## src/rtl/bootsel_pkg.sv

```systemverilog
package bootsel_pkg;

   typedef enum logic [1:0] {
      SRC_FLASH  = 2'b00,
      SRC_SYSMEM = 2'b01,
      SRC_SRAM   = 2'b10
   } boot_src_e;

   // Pin pair order: [1] = pin1, [0] = pin0
   function automatic boot_src_e decode_pins(input logic [1:0] pins);
      boot_src_e r;
      if (!pins[0])      r = SRC_FLASH;
      else if (!pins[1]) r = SRC_SYSMEM;
      else               r = SRC_SRAM;
      return r;
   endfunction

endpackage

```

## src/rtl/bootsel_capture.sv

```systemverilog
module bootsel_capture #(
   parameter int CAPTURE_EDGE = 4
) (
   input  logic       clk,
   input  logic       rst_n,
   input  logic       pin0,
   input  logic       pin1,
   output logic [1:0] pins_q,
   output logic       captured
);
   localparam int CNT_W = $clog2(CAPTURE_EDGE + 1);
   localparam logic [CNT_W-1:0] LAST_CNT = CNT_W'(CAPTURE_EDGE - 1);
   localparam logic [CNT_W-1:0] SAT_CNT  = CNT_W'(CAPTURE_EDGE);

   generate
      if (CAPTURE_EDGE < 1) begin : g_bad_edge
         $error("CAPTURE_EDGE must be at least 1");
      end
   endgenerate

   logic [CNT_W-1:0] edge_cnt;

   always_ff @(posedge clk or negedge rst_n) begin
      if (!rst_n) begin
         edge_cnt <= '0;
         captured <= 1'b0;
         pins_q   <= 2'b00;
      end else if (!captured) begin
         edge_cnt <= edge_cnt + CNT_W'(1);
         if (edge_cnt == LAST_CNT) begin
            captured <= 1'b1;
            pins_q   <= {pin1, pin0};
         end
      end
   end

   // counter never runs past its saturation value
   a_r1_cnt_bound: assert property (@(posedge clk) disable iff (!rst_n)
      edge_cnt <= SAT_CNT);

   // the valid flag rises only on the edge that follows the last pre-capture count
   a_r1_rose_on_edge: assert property (@(posedge clk) disable iff (!rst_n)
      $rose(captured) |-> $past(edge_cnt) == LAST_CNT);

   // the held pins equal the pin levels seen at the capture edge
   a_r1_sampled_value: assert property (@(posedge clk) disable iff (!rst_n)
      $rose(captured) |-> pins_q == {$past(pin1), $past(pin0)});

   // once captured, the held pins and the flag stay put
   a_r2_hold: assert property (@(posedge clk) disable iff (!rst_n)
      captured |=> (captured && $stable(pins_q)));

endmodule

```

## src/rtl/bootsel_decode.sv

```systemverilog
module bootsel_decode
   import bootsel_pkg::*;
(
   input  logic       valid,
   input  logic [1:0] pins,
   output boot_src_e  src
);
   always_comb begin
      if (!valid) src = SRC_FLASH;
      else        src = decode_pins(pins);
   end
endmodule

```

## src/rtl/bootsel_rebase.sv

```systemverilog
module bootsel_rebase #(
   parameter int ADDR_W = 32,
   parameter int WIN_BITS = 16,
   parameter logic [ADDR_W-1:0] BASE = '0
) (
   input  logic [WIN_BITS-1:0] offset,
   output logic [ADDR_W-1:0]   phys
);
   localparam bit ALIGNED = (BASE[WIN_BITS-1:0] == '0);

   generate
      if (ALIGNED) begin : g_concat
         assign phys = {BASE[ADDR_W-1:WIN_BITS], offset};
      end else begin : g_adder
         assign phys = BASE + {{(ADDR_W-WIN_BITS){1'b0}}, offset};
      end
   endgenerate
endmodule

```

## src/rtl/bootsel_xlate.sv

```systemverilog
module bootsel_xlate
   import bootsel_pkg::*;
#(
   parameter int ADDR_W = 32,
   parameter int WIN_BYTES = 65536,
   parameter logic [ADDR_W-1:0] FLASH_BASE  = 32'h0800_0000,
   parameter logic [ADDR_W-1:0] SYSMEM_BASE = 32'h1FFF_D000
) (
   input  logic [ADDR_W-1:0] addr,
   input  boot_src_e         src,
   output logic [ADDR_W-1:0] phys,
   output logic              hit,
   output logic              unmapped
);
   localparam int WIN_BITS = $clog2(WIN_BYTES);
   localparam int N_REGION = 2;

   generate
      if ((1 << WIN_BITS) != WIN_BYTES) begin : g_bad_win
         $error("WIN_BYTES must be a power of two");
      end
      if (WIN_BITS < 1 || WIN_BITS >= ADDR_W || ADDR_W > 62) begin : g_bad_w
         $error("window must be narrower than the address");
      end
      if ((longint'(FLASH_BASE) + longint'(WIN_BYTES)) > (longint'(1) << ADDR_W)) begin : g_bad_fb
         $error("flash window runs past the address space");
      end
      if ((longint'(SYSMEM_BASE) + longint'(WIN_BYTES)) > (longint'(1) << ADDR_W)) begin : g_bad_sb
         $error("system memory window runs past the address space");
      end
   endgenerate

   logic                in_win;
   logic [WIN_BITS-1:0] offset;
   logic [ADDR_W-1:0]   remap [N_REGION];

   assign in_win = (addr[ADDR_W-1:WIN_BITS] == '0);
   assign offset = addr[WIN_BITS-1:0];

   generate
      for (genvar g = 0; g < N_REGION; g++) begin : g_region
         localparam logic [ADDR_W-1:0] RB = (g == 0) ? FLASH_BASE : SYSMEM_BASE;
         bootsel_rebase #(
            .ADDR_W  (ADDR_W),
            .WIN_BITS(WIN_BITS),
            .BASE    (RB)
         ) u_rebase (
            .offset(offset),
            .phys  (remap[g])
         );
      end
   endgenerate

   always_comb begin
      phys     = addr;
      hit      = 1'b0;
      unmapped = 1'b0;
      if (in_win) begin
         case (src)
            SRC_FLASH: begin
               phys = remap[0];
               hit  = 1'b1;
            end
            SRC_SYSMEM: begin
               phys = remap[1];
               hit  = 1'b1;
            end
            default: unmapped = 1'b1;
         endcase
      end
   end
endmodule

```

## src/rtl/bootsel_remap.sv

```systemverilog
module bootsel_remap
   import bootsel_pkg::*;
#(
   parameter int ADDR_W = 32,
   parameter int CAPTURE_EDGE = 4,
   parameter int WIN_BYTES = 65536,
   parameter logic [ADDR_W-1:0] FLASH_BASE  = 32'h0800_0000,
   parameter logic [ADDR_W-1:0] SYSMEM_BASE = 32'h1FFF_D000
) (
   input  logic              clk,
   input  logic              rst_n,
   input  logic              boot_pin0,
   input  logic              boot_pin1,
   input  logic [ADDR_W-1:0] bus_addr,
   output logic [ADDR_W-1:0] phys_addr,
   output logic [1:0]        boot_src,
   output logic              src_valid,
   output logic              alias_hit,
   output logic              alias_unmapped
);
   localparam logic [ADDR_W-1:0] WIN_LIMIT = ADDR_W'(WIN_BYTES);

   logic [1:0] pins_q;
   boot_src_e  src;

   bootsel_capture #(
      .CAPTURE_EDGE(CAPTURE_EDGE)
   ) u_capture (
      .clk     (clk),
      .rst_n   (rst_n),
      .pin0    (boot_pin0),
      .pin1    (boot_pin1),
      .pins_q  (pins_q),
      .captured(src_valid)
   );

   bootsel_decode u_decode (
      .valid(src_valid),
      .pins (pins_q),
      .src  (src)
   );

   bootsel_xlate #(
      .ADDR_W     (ADDR_W),
      .WIN_BYTES  (WIN_BYTES),
      .FLASH_BASE (FLASH_BASE),
      .SYSMEM_BASE(SYSMEM_BASE)
   ) u_xlate (
      .addr    (bus_addr),
      .src     (src),
      .phys    (phys_addr),
      .hit     (alias_hit),
      .unmapped(alias_unmapped)
   );

   assign boot_src = src;

   // the source code cannot change while the latch is valid
   a_r2_src_stable: assert property (@(posedge clk) disable iff (!rst_n)
      src_valid |=> $stable(boot_src));

   // the unused code never shows up
   a_r5_code_legal: assert property (@(posedge clk) disable iff (!rst_n)
      boot_src != 2'b11);

   // before the capture the source reads as flash
   a_r10_pre_valid: assert property (@(posedge clk) disable iff (!rst_n)
      !src_valid |-> boot_src == 2'b00);

   // flash-mode window lands on the flash base
   a_r6_flash_map: assert property (@(posedge clk) disable iff (!rst_n)
      (boot_src == 2'b00 && bus_addr < WIN_LIMIT) |-> (alias_hit && phys_addr == FLASH_BASE + bus_addr));

   // SRAM-mode window is left unmapped
   a_r8_sram_unmapped: assert property (@(posedge clk) disable iff (!rst_n)
      (boot_src == 2'b10 && bus_addr < WIN_LIMIT) |-> (alias_unmapped && !alias_hit && phys_addr == bus_addr));

   // addresses past the window pass straight through
   a_r9_outside: assert property (@(posedge clk) disable iff (!rst_n)
      (bus_addr >= WIN_LIMIT) |-> (phys_addr == bus_addr && !alias_hit && !alias_unmapped));

endmodule

```

## config.mk

```make
export PLATFORM = sky130hd
export DESIGN_NAME = bootsel_remap
export DESIGN_NICKNAME = d
export VERILOG_FILES = /design/src/rtl/bootsel_pkg.sv /design/src/rtl/bootsel_capture.sv /design/src/rtl/bootsel_decode.sv /design/src/rtl/bootsel_rebase.sv /design/src/rtl/bootsel_xlate.sv /design/src/rtl/bootsel_remap.sv
export SDC_FILE = /design/constraint.sdc
export NUM_CORES = 1
export LEC_CHECK = 0
export CAP_MARGIN = 30
export CORE_ASPECT_RATIO = 0.6
export CORE_MARGIN = 2
export CORE_UTILIZATION = 42
export DETAILED_ROUTE_END_ITERATION = 8
export PLACE_DENSITY = 0.83
export SKIP_LAST_GASP = 1
export SYNTH_ARGS = -nofsm -noshare
export SYNTH_HDL_FRONTEND = slang
export SYNTH_HIERARCHICAL = 1
export SYNTH_SLANG_ARGS = --single-unit
```

## constraint.sdc

```tcl
create_clock -name clk -period 5.2 [get_ports clk]
set_input_delay 1.56 -clock clk [delete_from_list [all_inputs] [get_ports clk]]
set_output_delay 1.56 -clock clk [all_outputs]
set_load 0.03 [all_outputs]
```

==> results of run 1 <==
==> per-layer routing <==
layer  share of wire [%]  routed length, um  track usage (%)  vias to the layer above
li1                    -                  -                -                      637
met2                  44               1398            23.19                       29
met1                  50               1571            22.22                      541
met4                0.25                  8            5.085                        0
met3                 5.3                168            2.564                        2
met5                   0                  0                0                        -
==> stage by stage <==
stage,hold WS [ns],std cells
floorplan,0.4528,201
global placement,0.4681,256
detailed placement,0.4778,256
CTS,0.4854,259
global route,0.5141,259
finish,0.4823,259
==> worst max-delay path: cells and delay by family <==
family	cells	cell delay, ns
AOI/OAI and AO/OA	1	0.27
and+or+nand+nor	3	0.92
buffers and inverters	2	0.62
==> placed cells by master, fill, tap and decap left out, types with 6 or more instances in the layout <==
master,synthesis,final
buf_4,56,35
dfrtp_1,6,6
inv_1,6,6
o21ai_1,13,13
conb_1,3,18
mux2i_1,32,32
o21ai_0,20,20
clkdlybuf4s50_1,0,40
o21bai_1,16,16
==> logic make-up after synthesis <==
kind of cell | after synthesis
AO/OA/AOI/OAI | 52
XOR/XNOR | 2
adder cells (fa/ha/maj) | 4
buffers and inverters | 71
flip-flops | 6
multiplexers | 35
other | 3
AND/OR/NAND/NOR | 13
==> worst min-delay path by stage <==
stage	cells after the start	slack (ns)	from	endpoint
after floorplan	1	0.45	u_capture/edge_cnt[0]	u_capture/edge_cnt[0]
after CTS	1	0.49	u_capture/edge_cnt[0]	u_capture/edge_cnt[0]
after global placement	2	0.47	u_capture/edge_cnt[2]	u_capture/edge_cnt[2]
after detailed placement	1	0.48	u_capture/edge_cnt[0]	u_capture/edge_cnt[0]
after global routing	1	0.51	u_capture/edge_cnt[1]	u_capture/edge_cnt[1]
final	1	0.48	u_capture/edge_cnt[0]	u_capture/edge_cnt[0]
==> cells in the mapped netlist <==
| cell type | number |
|---|---|
| and3b_1 | 1 |
| o21ai_0 | 20 |
| o21bai_1 | 16 |
| conb_1 | 3 |
| mux2_2 | 1 |
| buf_6 | 3 |
| buf_1 | 2 |
| nor4_1 | 4 |
| nor2b_2 | 1 |
| dfrtp_1 | 6 |
| buf_4 | 56 |
| nor2_1 | 1 |
| and3_2 | 1 |
| inv_1 | 6 |
| a21oi_1 | 1 |
| mux2i_1 | 32 |
| nand2_1 | 1 |
| o21ai_1 | 13 |
| xnor2_1 | 2 |
| nor3_1 | 1 |
| a211o_1 | 1 |
| a211oi_1 | 1 |
| nand4_1 | 1 |
| nand2b_4 | 1 |
| mux2_1 | 2 |
| buf_2 | 2 |
| clkbuf_1 | 2 |
| or2_2 | 1 |
| ha_1 | 4 |
==> final cells by class <==
class / instances / area (um^2)
Clock buffer: 3 / 41.29
Fill cell: 318 / 1484
Inverter: 6 / 22.52
Multi-Input combinational cell: 124 / 885.9
Sequential cell: 6 / 150.1
Tap cell: 45 / 56.30
Timing Repair Buffer: 75 / 663.1
==> report_power, final <==
group / internal (mW) / total, mW / leakage, nW / switching, mW
combinational: 0.0627 / 0.130 / 0.712 / 0.0672
sequential: 0.0478 / 0.0482 / 0.0688 / 0.000416
clock: 0.0496 / 0.0683 / 0.0216 / 0.0187
total: 0.160 / 0.246 / 0.802 / 0.0864
==> sequential cells by signal, indices dropped and copies added, names as in the netlist <==
signal              flops
u_capture/edge_cnt      3
u_capture/pins_q        2
u_capture/captured      1
==> summary.md, run 1 <==
| Metric | Value |
|---|---|
| Final core utilization | 55.08% |
| Crit path kind | primary input to output port |
| Final WS setup | 0.2774 ns |
| CTS buffer count | 3 |
| R2R cell count | 4 |
| Power density cells | 135.5 mW/mm^2 |
| CP Launch Point | bus_addr[30] |
| Worst skew pair latency | 0.22 ns |
| Unrepaired setup endpoints after global routing | false |
| Core ar. | 0.003303 mm^2 |
| CP required | 3.64 ns |
| Post-CTS Repair Setup Buffers | 0 |
| Routed vias/inst | 4.668 |
| Setup violations, final | 0 |
| Core Rows | 16 |
| Worst slew margin | 63.40% |
| Drt first pass iters | 4 |
| Die Y | 49.99 um |
| Setup TNS | 0 ns |
| Chip Width | 80.64 um |
| R2R Setup Slk | 3.81 ns |
| Die area | 0.004031 mm^2 |
| Final setup skew | 0.0008107 ns |
| Share of cells above drive strength 1 | 20.56% |
| Sequential area share after synthesis | 10.14% |
| Crit start category | primary input |
| Yosys top cell by area | buf_4 |
| Outcome | finished clean |
| Final instance area | 0.001819 mm^2 |
| Ranking of synthesized cells by area | buf_4 28%, mux2i_1 22%, dfrtp_1 10%, o21bai_1 8.1%, o21ai_0 6.8% |
| Gr ovfl total | 0 |
| Clock root buffer | clkbuf_8 |
| Final period utilization | 94.67% |
| Via count | 1,209 |
| Worst-path clk slew | 0.03 ns |
| Leakage power | 0.8022 nW |
| Critical R2R Launch | u_capture/edge_cnt[0] |
| Max Slew Vio Count | 0 |
| CP cell instances | clkdlybuf4s50_1 > nor4_1 > nand4_1 > nand2b_4 > o21ai_0 > buf_4 |
| IO Pins | 73 |
| CTS max path bufs | 2 |
| Drt initial violations | 25 |
| Post-Place Setup Slack | 0.2960 ns |
| Worst EP arrival | 3.36 ns |
| Post-Route WL | 3146 um |
| Area post-placement | 0.001778 mm^2 |
| Crit-path max cell delay | 0.42 ns |
| Post-Synth Adder-Cell Area | 3.381% |
| Antenna diodes | 0 |
| CP max FO | 33 |
| Max frequency | 203.1 MHz |
| # DRC | 0 |
| Critical Path Sink | phys_addr[0] |
| YS warnings | 6 |
| Initial antenna violation count | 0 |
| Number of global-route vias before repair | 994 |
| Synth Area in Compound Gates | 20.71% |
| Synth Area in XOR/XNOR | 1.183% |
| Antenna Violating Nets Remaining | 0 |
| First-pass GRT wire length | 4899 um |
| Largest net degree at the start of global routing | 34 |
| Routed wire per std cell | 12.15 um |
| Yosys top cell area share | 28.40% |
| Port buffer count | 72 |
| Mux cell area share after synthesis | 23.92% |
| Pwr Total | 0.2465 mW |
| Worst-Margin Slew | 0.5457 ns |
| Number of max-cap violations | 0 |
| Syn Inst Count | 186 |
| Nets | 256 |
| Worst VDD drop | 0.1317 mV |
| Main combinational cell family by area after synthesis | buffers and inverters |
| Gr usage total | 15.43% |
| Yosys cell types | 29 |
| Global placement routability congestion | 0.8521 |
| Hpwl dp | 2479 um |
| Reg2reg end | u_capture/pins_q[0] |
| Avg Inst Size Synth | 7.958 um^2 |
| Hold crit path type | flip-flop to flip-flop |
| Cts hold-fix bufs | 0 |
| Critical Path End Type | output port |
| Final worst path period need | 4.923 ns |
| CTS sink count | 6 |
| Simple-gate area share of the yosys netlist | 6.002% |
| CTS tree | built |
| Htree depth | 1 |
| Initial core utilization | 44.81% |
| CP max stage cell | clkdlybuf4s50_1 |
| P&R area growth vs syn | 22.91% |
| Flip-flop and latch count after synthesis | 6 |
| Post-cts resize count | 0 |
| Count of final hold-check violations | 0 |
| Mapped Area | 0.001480 mm^2 |
Power figures use the tool's default switching activity.
==> inputs of run 2 (changes only) <==
- CORE_MARGIN: 2 -> 4
- CTS_BUF_LIST: not set -> sky130_fd_sc_hd__clkbuf_4
- SLEW_MARGIN: not set -> 20
==> run 2 against run 1 <==
  * Highest routed layer is now met3
  * Final cell count is the same
  * Wire length rose by 5.5%
  * Clock skew rose by 0.0062 ns
  * Die area rose by 13%
  * Largest cell class unchanged
  * Maximum frequency grew 0.20%
  * First-iteration DRC count is 20% higher
  * Largest power group unchanged
==> summary.md, run 2 (synthesis results as in run 1) <==
| Metric | Value |
|---|---|
| Delay-heaviest family, CP | simple AND/OR/NAND/NOR gates |
| Via count | 1,178 (-2.6%) |
| Critical Path End Type | output port |
| Power density cells | 121.6 mW/mm^2 (-10%) |
| P&R area growth vs syn | 21.64% |
| Non-Filler Instances | 259 (unchanged) |
| Die Y | 53.99 um (+8.0%) |
| CP required | 3.64 ns (about the same) |
| CP cell instances | clkdlybuf4s50_1 > nor4_1 > nand4_1 > nand2b_4 > o21ai_0 > buf_4 |
| Final period utilization | 94.48% (-0.19 points) |
| Max frequency | 203.5 MHz (+0.20%) |
| Critical R2R Launch | u_capture/edge_cnt[0] |
| Gr usage total | 13.84% (-1.6 points) |
| Antenna diodes | 0 (unchanged) |
| WHS | 0.4836 ns (+0.001307 ns) |
| Crit path kind | primary input to output port |
| Crit start category | primary input |
| Post-Route WL | 3318 um (+5.5%) |
| Worst-path clk slew | 0.05 ns (+0.02 ns) |
| Leakage power | 0.7944 nW (-0.97%) |
| First-pass GRT wire length | 5209 um (+6.3%) |
| CTS max path bufs | 2 (unchanged) |
| Die area | 0.004569 mm^2 (+13%) |
| CP max stage cell | clkdlybuf4s50_1 |
| IO Pins | 73 (unchanged) |
| Reg2reg end | u_capture/pins_q[1] |
| Drt initial violations | 30 (+20%) |
| Drt first pass iters | 4 (unchanged) |
| Biggest regs | u_capture/edge_cnt x3, u_capture/pins_q x2, u_capture/captured x1 |
| CP Depth | 6 (unchanged) |
| Worst EP arrival | 3.35 ns (about the same) |
| Hold crit path type | flip-flop to flip-flop |
| HP Start | u_capture/edge_cnt[0] |
| WHS Endpoint | u_capture/edge_cnt[0] |
| Final worst path period need | 4.913 ns (-0.009724 ns) |
| Gr ovfl total | 0 (unchanged) |
| # DRC | 0 (unchanged) |
| Post-cts resize count | 0 (unchanged) |
| Final core utilization | 54.18% (-0.90 points) |
| Setup violations, final | 0 (unchanged) |
| Unrepaired setup endpoints after global routing | false |
| CP bufs+invs | 2 (unchanged) |
| Global placement routability congestion | 0.7802 (-8.4%) |
| Number of global-route vias before repair | 1,154 (+16%) |
| CTS tree | built |
| CTS sink count | 6 (unchanged) |
| Routed wire per std cell | 12.81 um (+5.5%) |
| Chip Width | 84.64 um (+5.0%) |
| Count of final hold-check violations | 0 (unchanged) |
| Final setup skew | 0.007003 ns (+0.006193 ns) |
| Crit-path max cell delay | 0.41 ns (about the same) |
| Clock root buffer | clkbuf_4 |
| Cts hold-fix bufs | 0 (unchanged) |
| Largest net degree at the start of global routing | 34 (unchanged) |
| Max Slew Vio Count | 0 (unchanged) |
| Antenna Violating Nets Remaining | 0 (unchanged) |
| Most frequent cells in the layout | 40 x clkdlybuf4s50_1, 35 x buf_4, 32 x mux2i_1 |
| Number of max-cap violations | 0 (unchanged) |
| R2R cell count | 4 (unchanged) |
| Max reg flops | 3 (unchanged) |
| Setup TNS | 0 ns (unchanged) |
| Initial core utilization | 44.54% (-0.27 points) |
| Worst slew margin | 66.17% (+2.8 points) |
| Core Rows | 16 (unchanged) |
| Port buffer count | 72 (unchanged) |
| CTS buffer count | 3 (unchanged) |
| Worst VDD drop | 0.1469 mV (+12%) |
| Final WS setup | 0.2871 ns (+0.009724 ns) |
| Post-CTS Repair Setup Buffers | 0 (unchanged) |
| Routed vias/inst | 4.548 (-2.6%) |
| Post-Place Setup Slack | 0.3190 ns (+0.02298 ns) |
| Number of cells on the worst hold path | 1 (unchanged) |
| Worst skew pair latency | 0.24 ns (+0.02 ns) |
| Outcome | finished clean |
| Commonest non-fill, non-tap cell in the layout | clkdlybuf4s50_1 |
| Htree depth | 1 (unchanged) |
| Inst Count DP | 256 (unchanged) |
| Share of cells above drive strength 1 | 20.56% (unchanged) |
| Nets | 256 (unchanged) |
| Core ar. | 0.003323 mm^2 (+0.61%) |
| Worst-Margin Slew | 0.5075 ns (-0.03815 ns) |
| Hpwl dp | 2676 um (+7.9%) |
| Initial antenna violation count | 0 (unchanged) |
| CP max FO | 33 (unchanged) |
| Largest Register | u_capture/edge_cnt |
| R2R Setup Slk | 3.82 ns (about the same) |
-- run 2: final cells by class --
class	instances	area (um^2)
clock buffers	3	22.52
inverters	6	22.52
multi-input cells	124	885.9
repair buffers	75	663.1
flip-flops and latches	6	150.1
well taps	45	56.30
fillers	340	1523
-- run 2: worst max path at each step --
stage                             from  slack (ns)            end
after global placement    bus_addr[26]        0.31  phys_addr[19]
after detailed placement  bus_addr[26]        0.32   phys_addr[1]
after global routing      bus_addr[26]        0.17   phys_addr[1]
after CTS                 bus_addr[26]        0.30   phys_addr[1]
after floorplan           bus_addr[18]        0.66   phys_addr[0]
final                     bus_addr[26]        0.29   phys_addr[1]
-- run 2: report_power, final --
group          internal [mW]  total, mW  switching, mW
clock                 0.0260     0.0409         0.0149
combinational         0.0627      0.130         0.0673
sequential            0.0477     0.0482       0.000484
-- run 2: stage by stage --
stage / cell area, um^2 / power (mW)
4_1_cts: 1800 / 0.2217
2_1_floorplan: 1536 / 0.1482
3_3_place_gp: 1778 / 0.1778
6_report: 1800 / 0.2190
3_5_place_dp: 1778 / 0.1791
5_1_grt: 1800 / 0.2351
-- run 2: layer usage --
layer,part of all wire (%),global-route usage (%),vias up
met2,46,25.32,36
li1,-,-,637
met5,0,0,-
met1,48,17.50,505
met4,0,0.7895,0
met3,6.8,3.517,0
